**src/rtl/mbox_pkg.sv**
```systemverilog
package mbox_pkg;
  localparam int LEN_W = 16;
  localparam int CNT_W = LEN_W + 1;

  typedef enum logic [1:0] {
    ST_OK       = 2'd0,
    ST_MISMATCH = 2'd1,
    ST_TIMEOUT  = 2'd2
  } status_e;

  typedef enum logic [2:0] {
    S_IDLE, S_TX, S_RXH, S_CHK, S_RXP, S_DRN, S_DONE
  } state_e;

  // control -> datapath strobes
  typedef struct packed {
    logic    loadReq;
    logic    clrCnt;
    logic    incCnt;
    logic    pollRestart;
    logic    selRead;
    logic    wr;
    logic    rd;
    logic    capHdr;
    logic    emitRx;
    logic    setStatus;
    status_e statusVal;
  } strobe_t;

  // datapath -> control conditions
  typedef struct packed {
    logic ready;
    logic expired;
    logic txLast;
    logic hdrLast;
    logic payLast;
    logic rxLenZero;
    logic hdrMatch;
    logic waitReply;
  } cond_t;
endpackage

```
**src/rtl/mbox_dpath.sv**
```systemverilog
module mbox_dpath
  import mbox_pkg::*;
#(
  parameter int POLL_CYC    = 1000,
  parameter int TIMEOUT_CYC = 5000000,
  parameter int RD_W        = 32
) (
  input  logic             clk,
  input  logic             rstN,
  input  strobe_t          strb,
  output cond_t            cond,
  input  logic [7:0]       reqOpcode,
  input  logic [7:0]       reqModule,
  input  logic [LEN_W-1:0] reqLen,
  input  logic             waitReply,
  input  logic [7:0]       expOpcode,
  input  logic [7:0]       expModule,
  input  logic [LEN_W-1:0] expLen,
  output logic [LEN_W-1:0] txIdx,
  input  logic [7:0]       txData,
  input  logic             mbFull,
  output logic             mbWrEn,
  output logic [7:0]       mbWrData,
  input  logic             mbEmpty,
  output logic             mbRdEn,
  input  logic [RD_W-1:0]  mbRdData,
  output logic             rxValid,
  output logic [7:0]       rxByte,
  output logic [1:0]       status
);
  localparam int PW = (POLL_CYC > 1) ? $clog2(POLL_CYC) : 1;
  localparam int TW = $clog2(TIMEOUT_CYC + 1);
  localparam logic [PW-1:0] POLL_RELOAD = PW'(POLL_CYC - 1);
  localparam logic [TW-1:0] WAIT_MAX    = TW'(TIMEOUT_CYC);
  localparam int HDR_BYTES = 4;

  // latched request
  logic [7:0]       opQ, modQ, expOpQ, expModQ;
  logic [LEN_W-1:0] lenQ, expLenQ;
  logic             waitQ;

  always_ff @(posedge clk) begin
    if (!rstN) begin
      opQ <= '0; modQ <= '0; lenQ <= '0; waitQ <= 1'b0;
      expOpQ <= '0; expModQ <= '0; expLenQ <= '0;
    end else if (strb.loadReq) begin
      opQ <= reqOpcode; modQ <= reqModule; lenQ <= reqLen; waitQ <= waitReply;
      expOpQ <= expOpcode; expModQ <= expModule; expLenQ <= expLen;
    end
  end

  // shared byte counter
  logic [CNT_W-1:0] cnt;
  always_ff @(posedge clk) begin
    if (!rstN || strb.clrCnt) cnt <= '0;
    else if (strb.incCnt)     cnt <= cnt + CNT_W'(1);
  end

  // poll interval and per-byte wait timer
  logic [PW-1:0] pollCnt;
  logic [TW-1:0] waitCnt;
  always_ff @(posedge clk) begin
    if (!rstN || strb.pollRestart) begin
      pollCnt <= '0;
      waitCnt <= '0;
    end else begin
      pollCnt <= (pollCnt == '0) ? POLL_RELOAD : pollCnt - PW'(1);
      if (waitCnt != WAIT_MAX) waitCnt <= waitCnt + TW'(1);
    end
  end

  logic blocked, polled;
  assign blocked = strb.selRead ? mbEmpty : mbFull;
  assign polled  = (pollCnt == '0);

  // reply header capture
  logic [7:0] rxHdr [HDR_BYTES];
  for (genvar g = 0; g < HDR_BYTES; g++) begin : g_hdr
    always_ff @(posedge clk) begin
      if (!rstN) rxHdr[g] <= '0;
      else if (strb.capHdr && cnt[1:0] == 2'(g)) rxHdr[g] <= mbRdData[7:0];
    end
  end

  logic [LEN_W-1:0] rxLen;
  assign rxLen = {rxHdr[2], rxHdr[3]};

  logic [RD_W-9:0] unusedHi;
  assign unusedHi = mbRdData[RD_W-1:8];

  // outgoing byte select
  always_comb begin
    if (cnt < CNT_W'(HDR_BYTES)) begin
      unique case (cnt[1:0])
        2'd0:    mbWrData = opQ;
        2'd1:    mbWrData = modQ;
        2'd2:    mbWrData = lenQ[15:8];
        default: mbWrData = lenQ[7:0];
      endcase
    end else begin
      mbWrData = txData;
    end
  end

  assign txIdx   = cnt[LEN_W-1:0] - LEN_W'(HDR_BYTES);
  assign mbWrEn  = strb.wr;
  assign mbRdEn  = strb.rd;
  assign rxValid = strb.emitRx;
  assign rxByte  = mbRdData[7:0];

  always_comb begin
    cond.ready     = polled && !blocked;
    cond.expired   = polled && blocked && (waitCnt >= WAIT_MAX);
    cond.txLast    = (cnt == ({1'b0, lenQ} + CNT_W'(HDR_BYTES - 1)));
    cond.hdrLast   = (cnt == CNT_W'(HDR_BYTES - 1));
    cond.payLast   = (cnt == ({1'b0, rxLen} - CNT_W'(1)));
    cond.rxLenZero = (rxLen == '0);
    cond.hdrMatch  = (rxHdr[0] == expOpQ) && (rxHdr[1] == expModQ) && (rxLen == expLenQ);
    cond.waitReply = waitQ;
  end

  always_ff @(posedge clk) begin
    if (!rstN)               status <= ST_OK;
    else if (strb.setStatus) status <= strb.statusVal;
  end
endmodule

```
**src/rtl/mbox_ctrl.sv**
```systemverilog
module mbox_ctrl
  import mbox_pkg::*;
(
  input  logic    clk,
  input  logic    rstN,
  input  logic    start,
  input  cond_t   cond,
  output strobe_t strb,
  output logic    busy,
  output logic    done
);
  state_e state, nxt;

  always_ff @(posedge clk) begin
    if (!rstN) state <= S_IDLE;
    else       state <= nxt;
  end

  always_comb begin
    strb = '0;
    nxt  = state;
    unique case (state)
      S_IDLE: begin
        strb.pollRestart = 1'b1;
        if (start) begin
          strb.loadReq = 1'b1;
          strb.clrCnt  = 1'b1;
          nxt          = S_TX;
        end
      end
      S_TX: begin
        if (cond.ready) begin
          strb.wr = 1'b1; strb.incCnt = 1'b1; strb.pollRestart = 1'b1;
          if (cond.txLast) begin
            strb.clrCnt = 1'b1;
            if (cond.waitReply) nxt = S_RXH;
            else begin
              strb.setStatus = 1'b1; strb.statusVal = ST_OK; nxt = S_DONE;
            end
          end
        end else if (cond.expired) begin
          strb.setStatus = 1'b1; strb.statusVal = ST_TIMEOUT; nxt = S_DONE;
        end
      end
      S_RXH: begin
        strb.selRead = 1'b1;
        if (cond.ready) begin
          strb.rd = 1'b1; strb.capHdr = 1'b1; strb.incCnt = 1'b1; strb.pollRestart = 1'b1;
          if (cond.hdrLast) begin
            strb.clrCnt = 1'b1;
            nxt         = S_CHK;
          end
        end else if (cond.expired) begin
          strb.setStatus = 1'b1; strb.statusVal = ST_TIMEOUT; nxt = S_DONE;
        end
      end
      S_CHK: begin
        strb.pollRestart = 1'b1;
        if (cond.hdrMatch) begin
          if (cond.rxLenZero) begin
            strb.setStatus = 1'b1; strb.statusVal = ST_OK; nxt = S_DONE;
          end else nxt = S_RXP;
        end else begin
          if (cond.rxLenZero) begin
            strb.setStatus = 1'b1; strb.statusVal = ST_MISMATCH; nxt = S_DONE;
          end else nxt = S_DRN;
        end
      end
      S_RXP: begin
        strb.selRead = 1'b1;
        if (cond.ready) begin
          strb.rd = 1'b1; strb.emitRx = 1'b1; strb.incCnt = 1'b1; strb.pollRestart = 1'b1;
          if (cond.payLast) begin
            strb.setStatus = 1'b1; strb.statusVal = ST_OK; nxt = S_DONE;
          end
        end else if (cond.expired) begin
          strb.setStatus = 1'b1; strb.statusVal = ST_TIMEOUT; nxt = S_DONE;
        end
      end
      S_DRN: begin
        strb.selRead = 1'b1;
        if (cond.ready) begin
          strb.rd = 1'b1; strb.incCnt = 1'b1; strb.pollRestart = 1'b1;
          if (cond.payLast) begin
            strb.setStatus = 1'b1; strb.statusVal = ST_MISMATCH; nxt = S_DONE;
          end
        end else if (cond.expired) begin
          strb.setStatus = 1'b1; strb.statusVal = ST_TIMEOUT; nxt = S_DONE;
        end
      end
      S_DONE: begin
        strb.pollRestart = 1'b1;
        nxt              = S_IDLE;
      end
      default: nxt = S_IDLE;
    endcase
  end

  assign busy = (state != S_IDLE);
  assign done = (state == S_DONE);
endmodule

```
**src/rtl/mbox_engine.sv**
```systemverilog
module mbox_engine
  import mbox_pkg::*;
#(
  parameter int POLL_CYC    = 1000,
  parameter int TIMEOUT_CYC = 5000000,
  parameter int RD_W        = 32
) (
  input  logic             clk,
  input  logic             rstN,
  input  logic             start,
  input  logic [7:0]       reqOpcode,
  input  logic [7:0]       reqModule,
  input  logic [15:0]      reqLen,
  input  logic             waitReply,
  input  logic [7:0]       expOpcode,
  input  logic [7:0]       expModule,
  input  logic [15:0]      expLen,
  output logic [15:0]      txIdx,
  input  logic [7:0]       txData,
  input  logic             mbFull,
  output logic             mbWrEn,
  output logic [7:0]       mbWrData,
  input  logic             mbEmpty,
  output logic             mbRdEn,
  input  logic [RD_W-1:0]  mbRdData,
  output logic             rxValid,
  output logic [7:0]       rxByte,
  output logic             busy,
  output logic             done,
  output logic [1:0]       status
);
  strobe_t strb;
  cond_t   cond;

  mbox_ctrl u_ctrl (
    .clk(clk), .rstN(rstN), .start(start), .cond(cond),
    .strb(strb), .busy(busy), .done(done)
  );

  mbox_dpath #(
    .POLL_CYC(POLL_CYC), .TIMEOUT_CYC(TIMEOUT_CYC), .RD_W(RD_W)
  ) u_dpath (
    .clk(clk), .rstN(rstN), .strb(strb), .cond(cond),
    .reqOpcode(reqOpcode), .reqModule(reqModule), .reqLen(reqLen),
    .waitReply(waitReply), .expOpcode(expOpcode), .expModule(expModule),
    .expLen(expLen), .txIdx(txIdx), .txData(txData),
    .mbFull(mbFull), .mbWrEn(mbWrEn), .mbWrData(mbWrData),
    .mbEmpty(mbEmpty), .mbRdEn(mbRdEn), .mbRdData(mbRdData),
    .rxValid(rxValid), .rxByte(rxByte), .status(status)
  );
endmodule

```
**config.mk**
```make
export PLATFORM = sky130hd
export DESIGN_NAME = mbox_engine
export DESIGN_NICKNAME = d
export VERILOG_FILES = /design/src/rtl/mbox_pkg.sv /design/src/rtl/mbox_dpath.sv /design/src/rtl/mbox_ctrl.sv /design/src/rtl/mbox_engine.sv
export SDC_FILE = /design/constraint.sdc
export NUM_CORES = 1
export LEC_CHECK = 0
export BUFFER_PORTS_ARGS = -buffer_cell sky130_fd_sc_hd__buf_2
export CAP_MARGIN = 5
export CORE_AREA = 2 2 209 150
export DETAILED_ROUTE_END_ITERATION = 7
export DIE_AREA = 0 0 211 152
export HOLD_SLACK_MARGIN = 0.1
export PLACE_DENSITY = 0.56
export SKIP_LAST_GASP = 1
export SLEW_MARGIN = 20
export SYNTH_ARGS = -nofsm -noshare
export SYNTH_HDL_FRONTEND = slang
export SYNTH_HIERARCHICAL = 1
export SYNTH_SLANG_ARGS = --single-unit
```
**constraint.sdc**
```tcl
create_clock -name clk -period 6.8 [get_ports clk]
set_clock_uncertainty 0.05 [all_clocks]
set_input_delay 0.68 -clock clk [delete_from_list [all_inputs] [get_ports clk]]
set_output_delay 0.68 -clock clk [all_outputs]
set_load 0.05 [all_outputs]
```
Word-level counts from Yosys, hierarchy flattened

Memories as Yosys holds them, arrays and structs flattened.
Cells that the tools add are included.

Order comparisons: 2
Multiply operators: 0
Bitwise logic cells: 4
Reduce and logical (&&, ||, !) cells: 23
$add $sub $neg: 6
Shift-type cells: 0
Eq/ne operators: 20
Mux-type cells: 63
Div/mod/pow operators: 0

Operators by type and width:

| kind                                                                    | number |
|---|---|
| 3-bit 2-to-1 mux                                                        | 24 |
| 8-bit 2-to-1 mux                                                        | 5 |
| 17-bit equality test                                                    | 2 |
| 3-bit one-hot mux with 5 select lines                                   | 2 |
| 8-bit one-hot mux with 3 select lines                                   | 1 |
| 23-bit by 1-bit adder with 23-bit output (second input constant)        | 1 |
| 23-bit greater-or-equal comparator (second input constant)              | 1 |
| 23-bit != test (second input constant)                                  | 1 |
| 1-bit 2-to-1 mux                                                        | 22 |
| 16-bit by 2-bit adder with 17-bit output (second input constant)        | 1 |
| 17-bit by 1-bit adder with 17-bit output (second input constant)        | 1 |
| 17-bit by 2-bit equality test with 1-bit output (second input constant) | 1 |
| 17-bit by 3-bit < comparator with 1-bit output (second input constant)  | 1 |
| 16-bit by 1-bit subtractor with 17-bit output (second input constant)   | 1 |
| 16-bit equality test                                                    | 1 |
| 8-bit equality test                                                     | 2 |
| 16-bit zero test                                                        | 1 |
| 16-bit by 3-bit subtractor with 16-bit output (second input constant)   | 1 |
| 10-bit zero test                                                        | 1 |
| 10-bit 2-to-1 mux                                                       | 1 |
| 10-bit by 1-bit subtractor with 10-bit output (second input constant)   | 1 |
| 3-bit equality test (second input constant)                             | 3 |
| 1-bit logical AND                                                       | 9 |
| 3-bit != test (second input constant)                                   | 3 |
| other kinds (18)                                                        | 31 |

Latch bits: 0
Input bits: 110
Bits in registers: 120
Memory bits (read-only): 0
Output and inout bits: 39
Bits in writable memories: 32
Word-level logic and storage cells: 132
Memories kept: 1

Memories:

| memory        | depth | width | read ports | clocked after Yosys merged registers in | write ports | line             | source |
|---|---|---|---|---|---|---|---|
| u_dpath.rxHdr | 4     | 8     | 4          | 0                                       | 4           | mbox_dpath.sv:77 | `logic [7:0] rxHdr [HDR_BYTES];` |

Longest topological paths before layout

Depth in word-level cells: 13
Gate-level depth with buffers: 16
Mapped depth without buffers: 15

Cells and area by module

The synthesis kept the hierarchy.

By module, submodules not included:

| module     | seq. area each (um^2) | cells each | area each (um^2) | instances |
|---|---|---|---|---|
| mbox_dpath | 3,303.2               | 872        | 8,096.5          | 1 |
| mbox_ctrl  | 60.1                  | 72         | 515.5            | 1 |

Worst setup path after synthesis

No wires, ideal clock.

Path kind: register to register
Start point: reg u_dpath.pollCnt[0]
End point: reg u_dpath.cnt[14]
Stages on the path, launching flop included: 16
Buffers on the path: 1
Clock period less this slack: 3.543 ns
Data required time: 6.680 ns
Arrival: 3.423 ns
Slack: 3.257 ns
Setup time: 0.070 ns
Path through: dfxtp_1 inv_1 ha_1 nand2_1 or3_1 or3_1 or3_1 nor2_1 buf_4 inv_1 nor2_1 and3_1 nand3_1 or2_1 or3_1 a21oi_1

RTL lines:

| what                   | line             | source |
|---|---|---|
| from (decl)            | mbox_dpath.sv:60 | `logic [PW-1:0] pollCnt;` |
| from (signal assigned) | mbox_dpath.sv:67 | `pollCnt <= (pollCnt == '0) ? POLL_RELOAD : pollCnt - PW'(1);` |
| to (signal assigned)   | mbox_dpath.sv:56 | `else if (strb.incCnt) cnt <= cnt + CNT_W'(1);` |
| to (decl)              | mbox_dpath.sv:53 | `logic [CNT_W-1:0] cnt;` |

==> results.toml <==
[synth]
synth_edf_count = 32
syn-num-nets = 1066
synthArstFlopShare_pct = 0
synth_ff_type = "dfxtp_1"
syn-instance-count = 944
yosysUniqueCellTypes = 72
syn_area_mm2 = 0.00861
yosys_warnings = 6
syn_avg_cell_area_um2 = 9.12
synth_seq_cells = 152
yosysSeqAreaShare_pct = 39.1

[sta]
relSlewSlack_pct = 25.5
timing.final.ws_setup_ps = 2180
hold_ws_ps = 447
min_period_ps = 4620
rsz0062_at_grt = "no"
setup_tns_ps = 0
min_period_over_period_pct = 67.9
slew_violations = 0
max_freq_mhz = 216
setup_viol = 0
hold_violations = 0
tightest_slew_ps = 1120

[finish]
register_area_mm2 = 0.00336
synthToLayoutAreaGrowth_pct = 15.9
fin_cells = 1428
drive_above_1_share_pct = 17.6
multiInputGateArea_mm2 = 0.00480
finalInstanceArea_mm2 = 0.00998
num-fill-cells = 3154
utilization_pct = 32.9
finalNetCount = 1144

[setup_path]
r2r_slack_ps = 2180
worst_ep_required_time_ps = 7100
critPathCaptureType = "flip-flop"
worst-setup-path-type = "flip-flop to flip-flop"
reg2reg_from = "u_dpath/pollCnt[0]"
worstSetupStartpointType = "flip-flop"
path_max_fanout = 12
r2r.worst_path.cells = 14
r2r_end = "u_dpath/cnt[14]"
worstPathArrival_ps = 4920

[worst_hold_path]
min_to = "u_dpath/expLenQ[1]"
whs_path_depth = 3
hold_class = "input port to flip-flop"
hold_start = "expLen[1]"

[grt]
grt_remaining_overflow = 0
grt_pass1_wl_um = 36900
grt_max_degree = 84
grtUsageTotal_pct = 15.1
grt_pass1_vias = 6392
antenna_found_initial = 1

[placement]
place.gp.congestion = 0.813
place_inst = 1395
io_buffer_count = 124
place_area_mm2 = 0.00941
hpwl_um = 18000
place_ws_ps = 2270

[detailed_routing]
first_pass_iters = 5
routedWlPerCell_um = 16.9
vias_per_cell = 4.84
ant_nets = 0
drt_iter0_markers = 500
drc = 0
drt-total-wl_um = 24100
vias = 6909

[clock_tree]
clk_pin_slew_worst_paths_ps = 70
cts_tree = "yes"
cts-root-buf = "clkbuf_16"
cts.sinks = 152
cts_buffers = 17
cts_buffer_depth = 2
clk_latency_ps = 430
cts_setup_buffers = 0
hold_buffers = 0
h-tree-depth = 4
cts_resized = 0

[job]
cap_violations = 0

[power_and_ir_drop]
cellLeakagePower_nw = 3.95
p_total_mw = 3.14
p_per_area_mw_per_mm2 = 315
ir_drop_mv = 0.157

[floorplanning]
die_h_um = 152
die_x_um = 211
dieArea_mm2 = 0.0321
core_mm2 = 0.0303
ioPinCount = 149
rows = 54
initial_core_util_pct = 28.4

[outcome]
status = "finished, final reports clean"
worst max-delay path: stages (launching register included):
cell and delay, ps:
dfxtp_1 340, inv_1 60, ha_1 180, nand2_1 80, or3_1 340, or3_1 380, or3_1 410, nor2_1 650
inv_1 290, nor2_1 450, and3_1 300, nand3_1 180, or2_1 340, or3_1 320, a21oi_1 150
how the worst max path moves through the flow:
stage,from,cells after the start,slack [ps],endpoint
floorplan,u_dpath/pollCnt[0],15,3260,u_dpath/cnt[14]
global placement,u_dpath/pollCnt[0],15,2290,u_dpath/cnt[16]
detailed placement,u_dpath/pollCnt[0],15,2270,u_dpath/cnt[16]
CTS,u_dpath/pollCnt[0],15,2240,u_dpath/cnt[16]
global route,u_dpath/pollCnt[0],15,1830,u_dpath/cnt[16]
finish,u_dpath/pollCnt[0],14,2180,u_dpath/cnt[14]
cells in the mapped netlist, types with 4 or more instances:
library cell    n  area, µm²
buf_4          16        120
o21ai_1        11       55.1
ha_1           12        150
a211oi_1        4       30.0
xor2_1         82        718
and3_1         11       68.8
a222oi_1        8       80.1
or4_1           5       37.5
nand2_1        57        214
clkbuf_1       42        158
and2_1         35        219
xnor2_1        36        315
nand2b_1       10       62.6
mux2i_1        73        731
nor4_1         16        100
or3_1          12       75.1
nor2_1         73        274
nand4_1        14       87.6
dfxtp_1       120       2400
nand3_1        24        120
edfxtp_1       32        961
o21ai_0        16       80.1
inv_1          28        105
a21oi_1        29        145
and4_1          4       35.0
nor2b_1        71        444
nor4_2          6       75.1
buf_2           5       25.0
nor3_1         27        135
power by group:
part	switching, mW	total [mW]	internal, mW
sequential	0.156	1.20	1.04
clock	0.444	0.939	0.496
combinational	0.597	1.00	0.406
total	1.20	3.14	1.94
cells in the final DEF (no fill, tap or decap), drive strengths merged, types with 6 or more instances in the layout:
cell,n
buf,127
dfxtp,120
xor2,82
nor2,75
mux2i,73
nor2b,71
nand2,57
inv,40
xnor2,36
and2,35
edfxtp,32
a21oi,30
nor3,27
o21ai,27
nand3,24
nor4,22
clkbuf,18
nand4,14
or3,13
ha,12
and3,11
nand2b,11
a222oi,8
or4,6
nor3b,6
area by class of cell:
cell class	count	area share [%]
Antenna cell	1	0.0251
Multi-Input combinational cell	694	48.1
Inverter	30	1.13
Clock inverter	14	1.30
Timing Repair Buffer	127	6.44
Tap cell	392	4.91
Sequential cell	152	33.7
Clock buffer	18	4.40
registers in the layout (all words and copies together) (netlist names):
signal / cells
u_ctrl/state: 3
u_dpath/waitQ: 1
u_dpath/expLenQ: 16
u_dpath/pollCnt: 10
u_dpath/rxHdr: 32
u_dpath/status: 2
u_dpath/modQ: 8
u_dpath/expOpQ: 8
u_dpath/lenQ: 16
u_dpath/opQ: 8
u_dpath/waitCnt: 23
u_dpath/expModQ: 8
u_dpath/cnt: 17
per-layer routing:
metal | wire length (µm) | global-route usage [%] | up-vias | part of all wire [%]
met5 | 0 | 0 | - | 0
met4 | 327 | 4.59 | 0 | 1.4
met3 | 1250 | 2.91 | 15 | 5.2
met2 | 9910 | 21.0 | 185 | 41
met1 | 12600 | 23.1 | 3277 | 52
li1 | - | - | 3432 | -
cell families (layout without fill, tap and decap cells):
group | after synthesis | in the layout | share of synthesized area, %
adders and majority gates | 12 | 12 | 1.74
AOI/OAI and AO/OA | 104 | 104 | 8.28
xor gates and xnor gates | 118 | 118 | 12.0
and+or+nand+nor | 386 | 386 | 25.0
other | 0 | 1 | 0
buffers and inverters | 98 | 189 | 5.30
muxes | 74 | 74 | 8.62
DFF | 152 | 152 | 39.1
(Power assumes the default switching activity.)
